### config.mk
export PLATFORM = sky130hd
export DESIGN_NAME = regwin_ctrl
export DESIGN_NICKNAME = d
export VERILOG_FILES = /design/src/rtl/regwin_pkg.sv /design/src/rtl/regwin_base.sv /design/src/rtl/regwin_start.sv /design/src/rtl/regwin_frame.sv /design/src/rtl/regwin_ctrl.sv
export SDC_FILE = /design/constraint.sdc
export NUM_CORES = 1
export LEC_CHECK = 0
export ABC_CLOCK_PERIOD_IN_PS = 4500
export BUFFER_PORTS_ARGS = -buffer_cell sky130_fd_sc_hd__buf_2
export CAP_MARGIN = 25
export CORE_MARGIN = 10
export CORE_UTILIZATION = 55
export DETAILED_ROUTE_END_ITERATION = 10
export PLACE_DENSITY_LB_ADDON = 0.2
export SETUP_SLACK_MARGIN = 0.3
export SYNTH_ARGS = -nofsm -noshare
export SYNTH_HDL_FRONTEND = slang
export SYNTH_SLANG_ARGS = --single-unit
### constraint.sdc
create_clock -name clk -period 4.5 [get_ports clk]
set_clock_uncertainty 0.1 [all_clocks]
set_input_delay 0.9 -clock clk [delete_from_list [all_inputs] [get_ports clk]]
set_output_delay 0.9 -clock clk [all_outputs]
set_load 0.02 [all_outputs]
### src/rtl/regwin_pkg.sv
package regwin_pkg;
  typedef logic [1:0] quad_inc_t;
  localparam quad_inc_t INC_NONE = 2'd0;
endpackage

### src/rtl/regwin_base.sv
module regwin_base #(
  parameter int NQUADS = 16,
  parameter int RW     = 4,
  localparam int QW    = $clog2(NQUADS)
) (
  input  logic                    clk,
  input  logic                    rst,
  input  logic                    do_entry,
  input  logic                    do_ret,
  input  logic                    do_rot,
  input  regwin_pkg::quad_inc_t   inc_q,
  input  logic [1:0]              ret_bits,
  input  logic [RW-1:0]           rot_amt,
  output logic [QW-1:0]           base_q,
  output logic [QW-1:0]           base_nxt
);
  logic [QW+RW-1:0] rot_wide;
  logic [QW-1:0]    rot_q;
  logic [QW-1:0]    inc_w;
  logic [QW-1:0]    ret_w;

  assign rot_wide = {{QW{rot_amt[RW-1]}}, rot_amt};
  assign rot_q    = rot_wide[QW-1:0];
  assign inc_w    = {{(QW-2){1'b0}}, inc_q};
  assign ret_w    = {{(QW-2){1'b0}}, ret_bits};

  always_comb begin
    base_nxt = base_q;
    if (do_entry)    base_nxt = base_q + inc_w;
    else if (do_ret) base_nxt = base_q - ret_w;
    else if (do_rot) base_nxt = base_q + rot_q;
  end

  always_ff @(posedge clk) begin
    if (rst) base_q <= '0;
    else     base_q <= base_nxt;
  end

  // entry advances by the recorded increment with wrap
  assert_entry_adv_R3: assert property (@(posedge clk) disable iff (rst)
    do_entry |=> (QW'(base_q - $past(base_q)) == {{(QW-2){1'b0}}, $past(inc_q)}));
  // return moves back by the return-address bits
  assert_ret_back_R6: assert property (@(posedge clk) disable iff (rst)
    do_ret |=> (QW'($past(base_q) - base_q) == {{(QW-2){1'b0}}, $past(ret_bits)}));
  // rotate moves by the sign-extended amount
  assert_rot_move_R8: assert property (@(posedge clk) disable iff (rst)
    (do_rot && !do_entry && !do_ret) |=>
      (QW'(base_q - $past(base_q)) == $past(rot_q)));
  // no strobe, base holds
  assert_base_hold_R10: assert property (@(posedge clk) disable iff (rst)
    (!do_entry && !do_ret && !do_rot) |=> $stable(base_q));
endmodule

### src/rtl/regwin_start.sv
module regwin_start #(
  parameter int NQUADS = 16,
  localparam int QW    = $clog2(NQUADS)
) (
  input  logic              clk,
  input  logic              rst,
  input  logic              do_entry,
  input  logic              do_ret,
  input  logic [QW-1:0]     base_q,
  input  logic [QW-1:0]     base_nxt,
  output logic [NQUADS-1:0] ws_q
);
  logic [NQUADS-1:0] ws_nxt;

  for (genvar g = 0; g < NQUADS; g++) begin : g_bit
    always_comb begin
      ws_nxt[g] = ws_q[g];
      if (do_entry && (base_nxt == QW'(g)))  ws_nxt[g] = 1'b1;
      else if (do_ret && (base_q == QW'(g))) ws_nxt[g] = 1'b0;
    end
  end

  always_ff @(posedge clk) begin
    if (rst) ws_q <= NQUADS'(1);
    else     ws_q <= ws_nxt;
  end

  // entry changes at most one mask bit, and that bit is then set
  assert_entry_mark_R5: assert property (@(posedge clk) disable iff (rst)
    do_entry |=> ($countones(ws_q ^ $past(ws_q)) <= 1) && ws_q[base_q]);
  // return changes at most one mask bit, and leaves none newly set
  assert_ret_unmark_R6: assert property (@(posedge clk) disable iff (rst)
    do_ret |=> ($countones(ws_q ^ $past(ws_q)) <= 1) &&
               ((ws_q & ~$past(ws_q)) == '0));
  // without entry or return the mask holds
  assert_mask_hold_R10: assert property (@(posedge clk) disable iff (rst)
    (!do_entry && !do_ret) |=> $stable(ws_q));
endmodule

### src/rtl/regwin_frame.sv
module regwin_frame #(
  parameter int XLEN = 32,
  parameter int FW   = 12
) (
  input  logic                  clk,
  input  logic                  rst,
  input  logic                  do_call,
  input  regwin_pkg::quad_inc_t inc_in,
  input  logic                  do_entry,
  input  logic [XLEN-1:0]       sp_in,
  input  logic [FW-1:0]         frame_size,
  output regwin_pkg::quad_inc_t inc_q,
  output logic [1:0]            ra_q,
  output logic [XLEN-1:0]       sp_q
);
  logic [XLEN-1:0] size_w;
  assign size_w = {{(XLEN-FW){1'b0}}, frame_size};

  always_ff @(posedge clk) begin
    if (rst) begin
      inc_q <= regwin_pkg::INC_NONE;
      ra_q  <= 2'd0;
      sp_q  <= '0;
    end else begin
      if (do_call) begin
        inc_q <= inc_in;
        ra_q  <= inc_in;
      end
      if (do_entry) sp_q <= sp_in - size_w;
    end
  end

  // both copies of the increment follow the call
  assert_call_copy_R2: assert property (@(posedge clk) disable iff (rst)
    do_call |=> (inc_q == $past(inc_in)) && (ra_q == inc_q));
  // entry stack pointer plus frame size restores the input
  assert_entry_sp_R4: assert property (@(posedge clk) disable iff (rst)
    do_entry |=> (XLEN'(sp_q + {{(XLEN-FW){1'b0}}, $past(frame_size)}) == $past(sp_in)));
  // idle holds
  assert_frame_hold_R10: assert property (@(posedge clk) disable iff (rst)
    (!do_call && !do_entry) |=> $stable(inc_q) && $stable(ra_q) && $stable(sp_q));
endmodule

### src/rtl/regwin_ctrl.sv
module regwin_ctrl #(
  parameter int NQUADS = 16,
  parameter int XLEN   = 32,
  parameter int FW     = 12,
  parameter int RW     = 4,
  localparam int QW    = $clog2(NQUADS)
) (
  input  logic              clk,
  input  logic              rst,
  input  logic              op_call,
  input  logic [1:0]        call_inc_in,
  input  logic              op_entry,
  input  logic [XLEN-1:0]   sp_in,
  input  logic [FW-1:0]     frame_size,
  input  logic              op_ret,
  input  logic [1:0]        ret_bits,
  input  logic              ret_miss,
  input  logic              op_rot,
  input  logic [RW-1:0]     rot_amt,
  output logic [QW-1:0]     win_base,
  output logic [NQUADS-1:0] win_start,
  output logic [1:0]        call_inc,
  output logic [1:0]        ra_bits,
  output logic [XLEN-1:0]   entry_sp
);
  logic          do_ret;
  logic [QW-1:0] base_nxt;

  assign do_ret = op_ret && !ret_miss;

  regwin_base #(.NQUADS(NQUADS), .RW(RW)) u_base (
    .clk(clk), .rst(rst), .do_entry(op_entry), .do_ret(do_ret), .do_rot(op_rot),
    .inc_q(call_inc), .ret_bits(ret_bits), .rot_amt(rot_amt),
    .base_q(win_base), .base_nxt(base_nxt));

  regwin_start #(.NQUADS(NQUADS)) u_start (
    .clk(clk), .rst(rst), .do_entry(op_entry), .do_ret(do_ret),
    .base_q(win_base), .base_nxt(base_nxt), .ws_q(win_start));

  regwin_frame #(.XLEN(XLEN), .FW(FW)) u_frame (
    .clk(clk), .rst(rst), .do_call(op_call), .inc_in(call_inc_in),
    .do_entry(op_entry), .sp_in(sp_in), .frame_size(frame_size),
    .inc_q(call_inc), .ra_q(ra_bits), .sp_q(entry_sp));

  // operation strobes are mutually exclusive
  assert_one_op_R10: assert property (@(posedge clk) disable iff (rst)
    $onehot0({op_call, op_entry, op_ret, op_rot}));
  // a missed return leaves base and mask alone
  assert_miss_hold_R7: assert property (@(posedge clk) disable iff (rst)
    (op_ret && ret_miss) |=> $stable(win_base) && $stable(win_start));
  // reset state
  assert_reset_state_R1: assert property (@(posedge clk)
    rst |=> (win_base == '0) && (win_start == NQUADS'(1)) && (call_inc == 2'd0));
endmodule

=== Word level (Yosys, flattened, before mapping) ===
Cells that the tools add are included.

* Input bits: 59
* Bits in registers: 54
* Word-level logic and storage cells: 138
* Output and inout bits: 56

* $add $sub $neg: 4
* Reductions and logical operators: 52
* Eq/ne operators: 30
* Muxes and demuxes: 33

{| class="wikitable"
|+ Operators by type and width
! kind !! count
|-
| $eq 4x4->1 const B || 16
|-
| $logic_and 1x1->1 || 33
|-
| $eq 4x3->1 const B || 8
|-
| $sub 32x12->32 || 1
|-
| $mux 1 || 30
|-
| $reduce_bool 2->1 || 15
|-
| $eq 4x2->1 const B || 4
|-
| $mux 4 || 3
|-
| $eq 4x1->1 const B || 2
|-
| $logic_not 4->1 || 2
|-
| $add 4x2->4 || 1
|-
| $add 4x4->4 || 1
|-
| $sub 4x2->4 || 1
|-
| $reduce_or 2->1 || 1
|-
| $logic_not 1->1 || 1
|}

=== Logic depth before layout (Yosys ltp) ===
* Depth after elaboration: 7
* Mapped depth: 10
* Depth with buffers taken out: 9

=== By module ===
From an unflattened synthesis, not the netlist that was laid out.

* Cells, all modules: 431
* Area, all modules: 3613.5 µm²

{| class="wikitable"
|+ Modules (own cells, without submodules)
! module !! seq. area each (µm²) !! times used !! area each (µm²) !! cells each
|-
| regwin_frame || 680.7 || 1 || 2438.6 || 304
|-
| regwin_start || 320.3 || 1 || 653.1 || 66
|-
| regwin_base || 80.1 || 1 || 508.0 || 60
|-
| regwin_ctrl || 0.0 || 1 || 13.8 || 1
|}

=== Worst setup path before layout ===
OpenSTA, ideal clock, no wires.

* Path type: input-to-reg
* Start point: input sp_in[0]
* End point: register u_frame.sp_q[22]
* Arrival: 2.930 ns
* Path buffers: 0
* Required time: 4.309 ns
* Setup time: 0.091 ns
* Cell stages on the path: 9
* Path slack: 1.379 ns
* Cell sequence: inv_1 > ha_1 > fa_1 > nor2b_4 > o2111a_1 > o311a_4 > o2111a_2 > or4_1 > a311oi_1

* Longest elaborated chain between the ends: 1

{| class="wikitable"
|+ Ends and longest elaborated chain
! element !! RTL line !! RTL
|-
| from (decl) || regwin_ctrl.sv:13 || <nowiki>input logic [XLEN-1:0] sp_in,</nowiki>
|-
| $sub 32x12->32 || regwin_frame.sv:29 || <nowiki>if (do_entry) sp_q <= sp_in - size_w;</nowiki>
|-
| to (signal assigned) || regwin_frame.sv:29 ||
|-
| to (decl) || regwin_frame.sv:14 || <nowiki>output logic [XLEN-1:0] sp_q</nowiki>
|}

No other way between the ends.
A chain may end at the register's enable or synchronous reset.

=== Final worst setup path ===
Ends and elaborated chain as after synthesis.

==> impl_metrics.ini <==
[outcome]
status = finished, final reports clean

[sta]
final.period_utilization_pct = 67.4
tns_ns = 0
slew_viol_final = 0
hold_violations = 0
layout_min_cycle_time_ns = 3.03
max_clock_freq_mhz = 330
rsz0062_at_grt = false
max-slew-margin-rel_pct = 53.3
tightestPinTransition_ns = 0.698
setup_viol = 0

[placed_design]
gp_congestion = 0.874
io_buffer_count = 114
dp_cells = 589
dp_hpwl_mm = 7.41

[drt]
drt_iter0_drc = 191
routed_wl_mm = 9.62
ant_nets = 0
drt_first_pass_iters = 4
routed_via_density = 5.85
drc_errors = 0
vias = 3492
wire_per_inst_microns = 16.1

[logic_synthesis]
synth-seq-area-share_pct = 31.3
syn_area_per_cell_sq_um = 8.22
synth_largest_area_cell = dfxtp_1
ys.warnings.count = 0
yosys-top-cells-count = dfxtp_1 (54), nor2_1 (52), nand2_1 (26)
synth_area_sq_um = 3450
synth_cell_types = 57
synth-edff-count = 0
ys_ff_latch = 54
yosys-top-cells-area = dfxtp_1 (31%), ha_1 (6.9%), nor2_1 (5.7%), nand3_1 (3.2%), xnor2_1 (3.0%)
synth_cells = 420
synth_fp_nets = 502
synth.top_cell.area_share_pct = 31.3
synth_most_common_cell = dfxtp_1
ys.flop_type = dfxtp_1
async_flop_share_pct = 0

[clock_network]
htree_levels = 2
cts_tree = done
cts_buffers = 5
clk_pin_slew_ns = 0.11
cts.hold.buffers_added = 0
cts_setup_buffers = 0
cts_root_buf = clkbuf_8
cts_buffer_depth = 2
cts_num_sinks = 54
post_cts_resized = 0
clk_latency_ns = 0.31

[cells_and_area]
syn_to_final_growth_pct = 20.2
finish.utilization_pct = 69.2
num_antenna_cells = 0
drive_gt1_share_pct = 26.4
fill_cells = 542
layout.nets = 603
final_cells = 597

[setup_path]
endpoint_kind = flip-flop
critPathKind = in -> reg
r2r_cells = 7
cp.arrival_ns = 3.16
crit_path_start_kind = primary input
cp.required_ns = 4.63
cp_max_fo = 7

[grt]
grt_max_degree = 61
grt_overflow_total = 0
grt_pass1_wl_mm = 15.9
grt_pass1_vias = 3416
antenna_found_initial = 0
track_usage_pct = 18.7

[floorplanning]
ioPinCount = 115
die_area_sq_um = 9840
start_util_pct = 57.6
num_rows = 28
die_x_microns = 99.2
die_h_microns = 99.2
core_area_sq_um = 5990

[power]
pwr_density_cell_nw_per_um2 = 289
power.leakage_nw = 1.90
ir_drop_mv = 0.201
totalPowerFinal_mw = 1.20

[hold_path]
hold_path_depth = 2
worstHoldPathType = reg -> reg

[run]
max_cap_viol_count = 0
cell usage in the layout, fill, tap and decap left out, types with 3 or more instances in the layout:
master	count
and3_1	4
nand4_1	6
fa_1	4
a21o_1	5
mux2i_1	9
nand2b_1	7
a211oi_1	13
nand3_1	22
a311oi_1	9
or3_1	6
a211o_1	5
buf_2	114
inv_1	22
nand3b_1	5
xor2_1	5
and4_1	3
nor3_1	11
or4_1	5
clkbuf_8	5
dfxtp_1	54
nor4_1	10
nor2_1	52
ha_1	19
nand2_1	26
o22ai_1	4
o21ai_0	17
a21oi_1	15
nor2b_1	5
o31ai_1	5
o2111a_1	4
xnor2_1	12
buf_4	5
worst paths after layout:
check | from | to | slack [ns]
worst max-delay path | sp_in[0] | u_frame.sp_q[22] | 1.47
worst min-delay path | u_start.ws_q[6] | u_start.ws_q[6] | 0.38
worst max register to register | u_base.base_q[1] | u_start.ws_q[11] | 1.67
worst min register to register | u_start.ws_q[6] | u_start.ws_q[6] | 0.38
layout make-up:
type | instances | area (sq um) | share of cell area [%]
well taps | 75 | 93.8 | 2.26
repair buffers | 119 | 608 | 14.7
flip-flops and latches | 54 | 1080 | 26.1
inverters | 23 | 86.3 | 2.08
multi-input cells | 318 | 2180 | 52.6
clock buffers | 5 | 68.8 | 1.66
clock inverters | 3 | 28.8 | 0.694
routing by layer:
| metal | up-vias | GRT usage (%) | routed length (microns) |
|---|---|---|---|
| met5 | - | 0 | 0 |
| met4 | 0 | 4.74 | 53 |
| met3 | 6 | 5.81 | 713 |
| met2 | 113 | 33.0 | 4810 |
| met1 | 1626 | 21.4 | 4040 |
| li1 | 1747 | - | - |
state kept, by name (all words and copies together) (netlist names):
register       count
u_frame.sp_q      32
u_start.ws_q      16
u_base.base_q      4
u_frame.inc_q      2
where the power goes:
group	leakage, nW	switching (mW)	internal, mW
Clock	0.0506	0.174	0.117
Combinational	1.41	0.218	0.143
Sequential	0.445	0.0331	0.515
stage by stage:
stage               hold slack (ns)  cell area [sq um]  setup WS (ns)
floorplan                     0.446               3450           1.38
global placement              0.350               4050           1.21
detailed placement            0.366               4050           1.14
CTS                           0.384               4150           1.47
global route                  0.398               4150           1.37
finish                        0.384               4150           1.47
critical path, cell delays in order:
cell and delay, ns:
buf_2 0.10, inv_1 0.05, ha_1 0.18, fa_1 0.24, nor2b_4 0.06, o2111a_1 0.25, o311a_4 0.33, o2111a_2 0.30
or4_1 0.51, a311oi_1 0.24
cell families (layout without fill, tap and decap cells):
logic type	count (synthesis)	in the layout	synth area share (%)
simple gates	170	170	25.5
compound gates	99	99	21.5
flops	54	54	31.3
buf+inv	48	150	5.51
fa+ha+maj	23	23	9.21
xor+xnor	17	17	4.31
mux	9	9	2.61
Note: power is estimated with default switching activity, not from simulation.
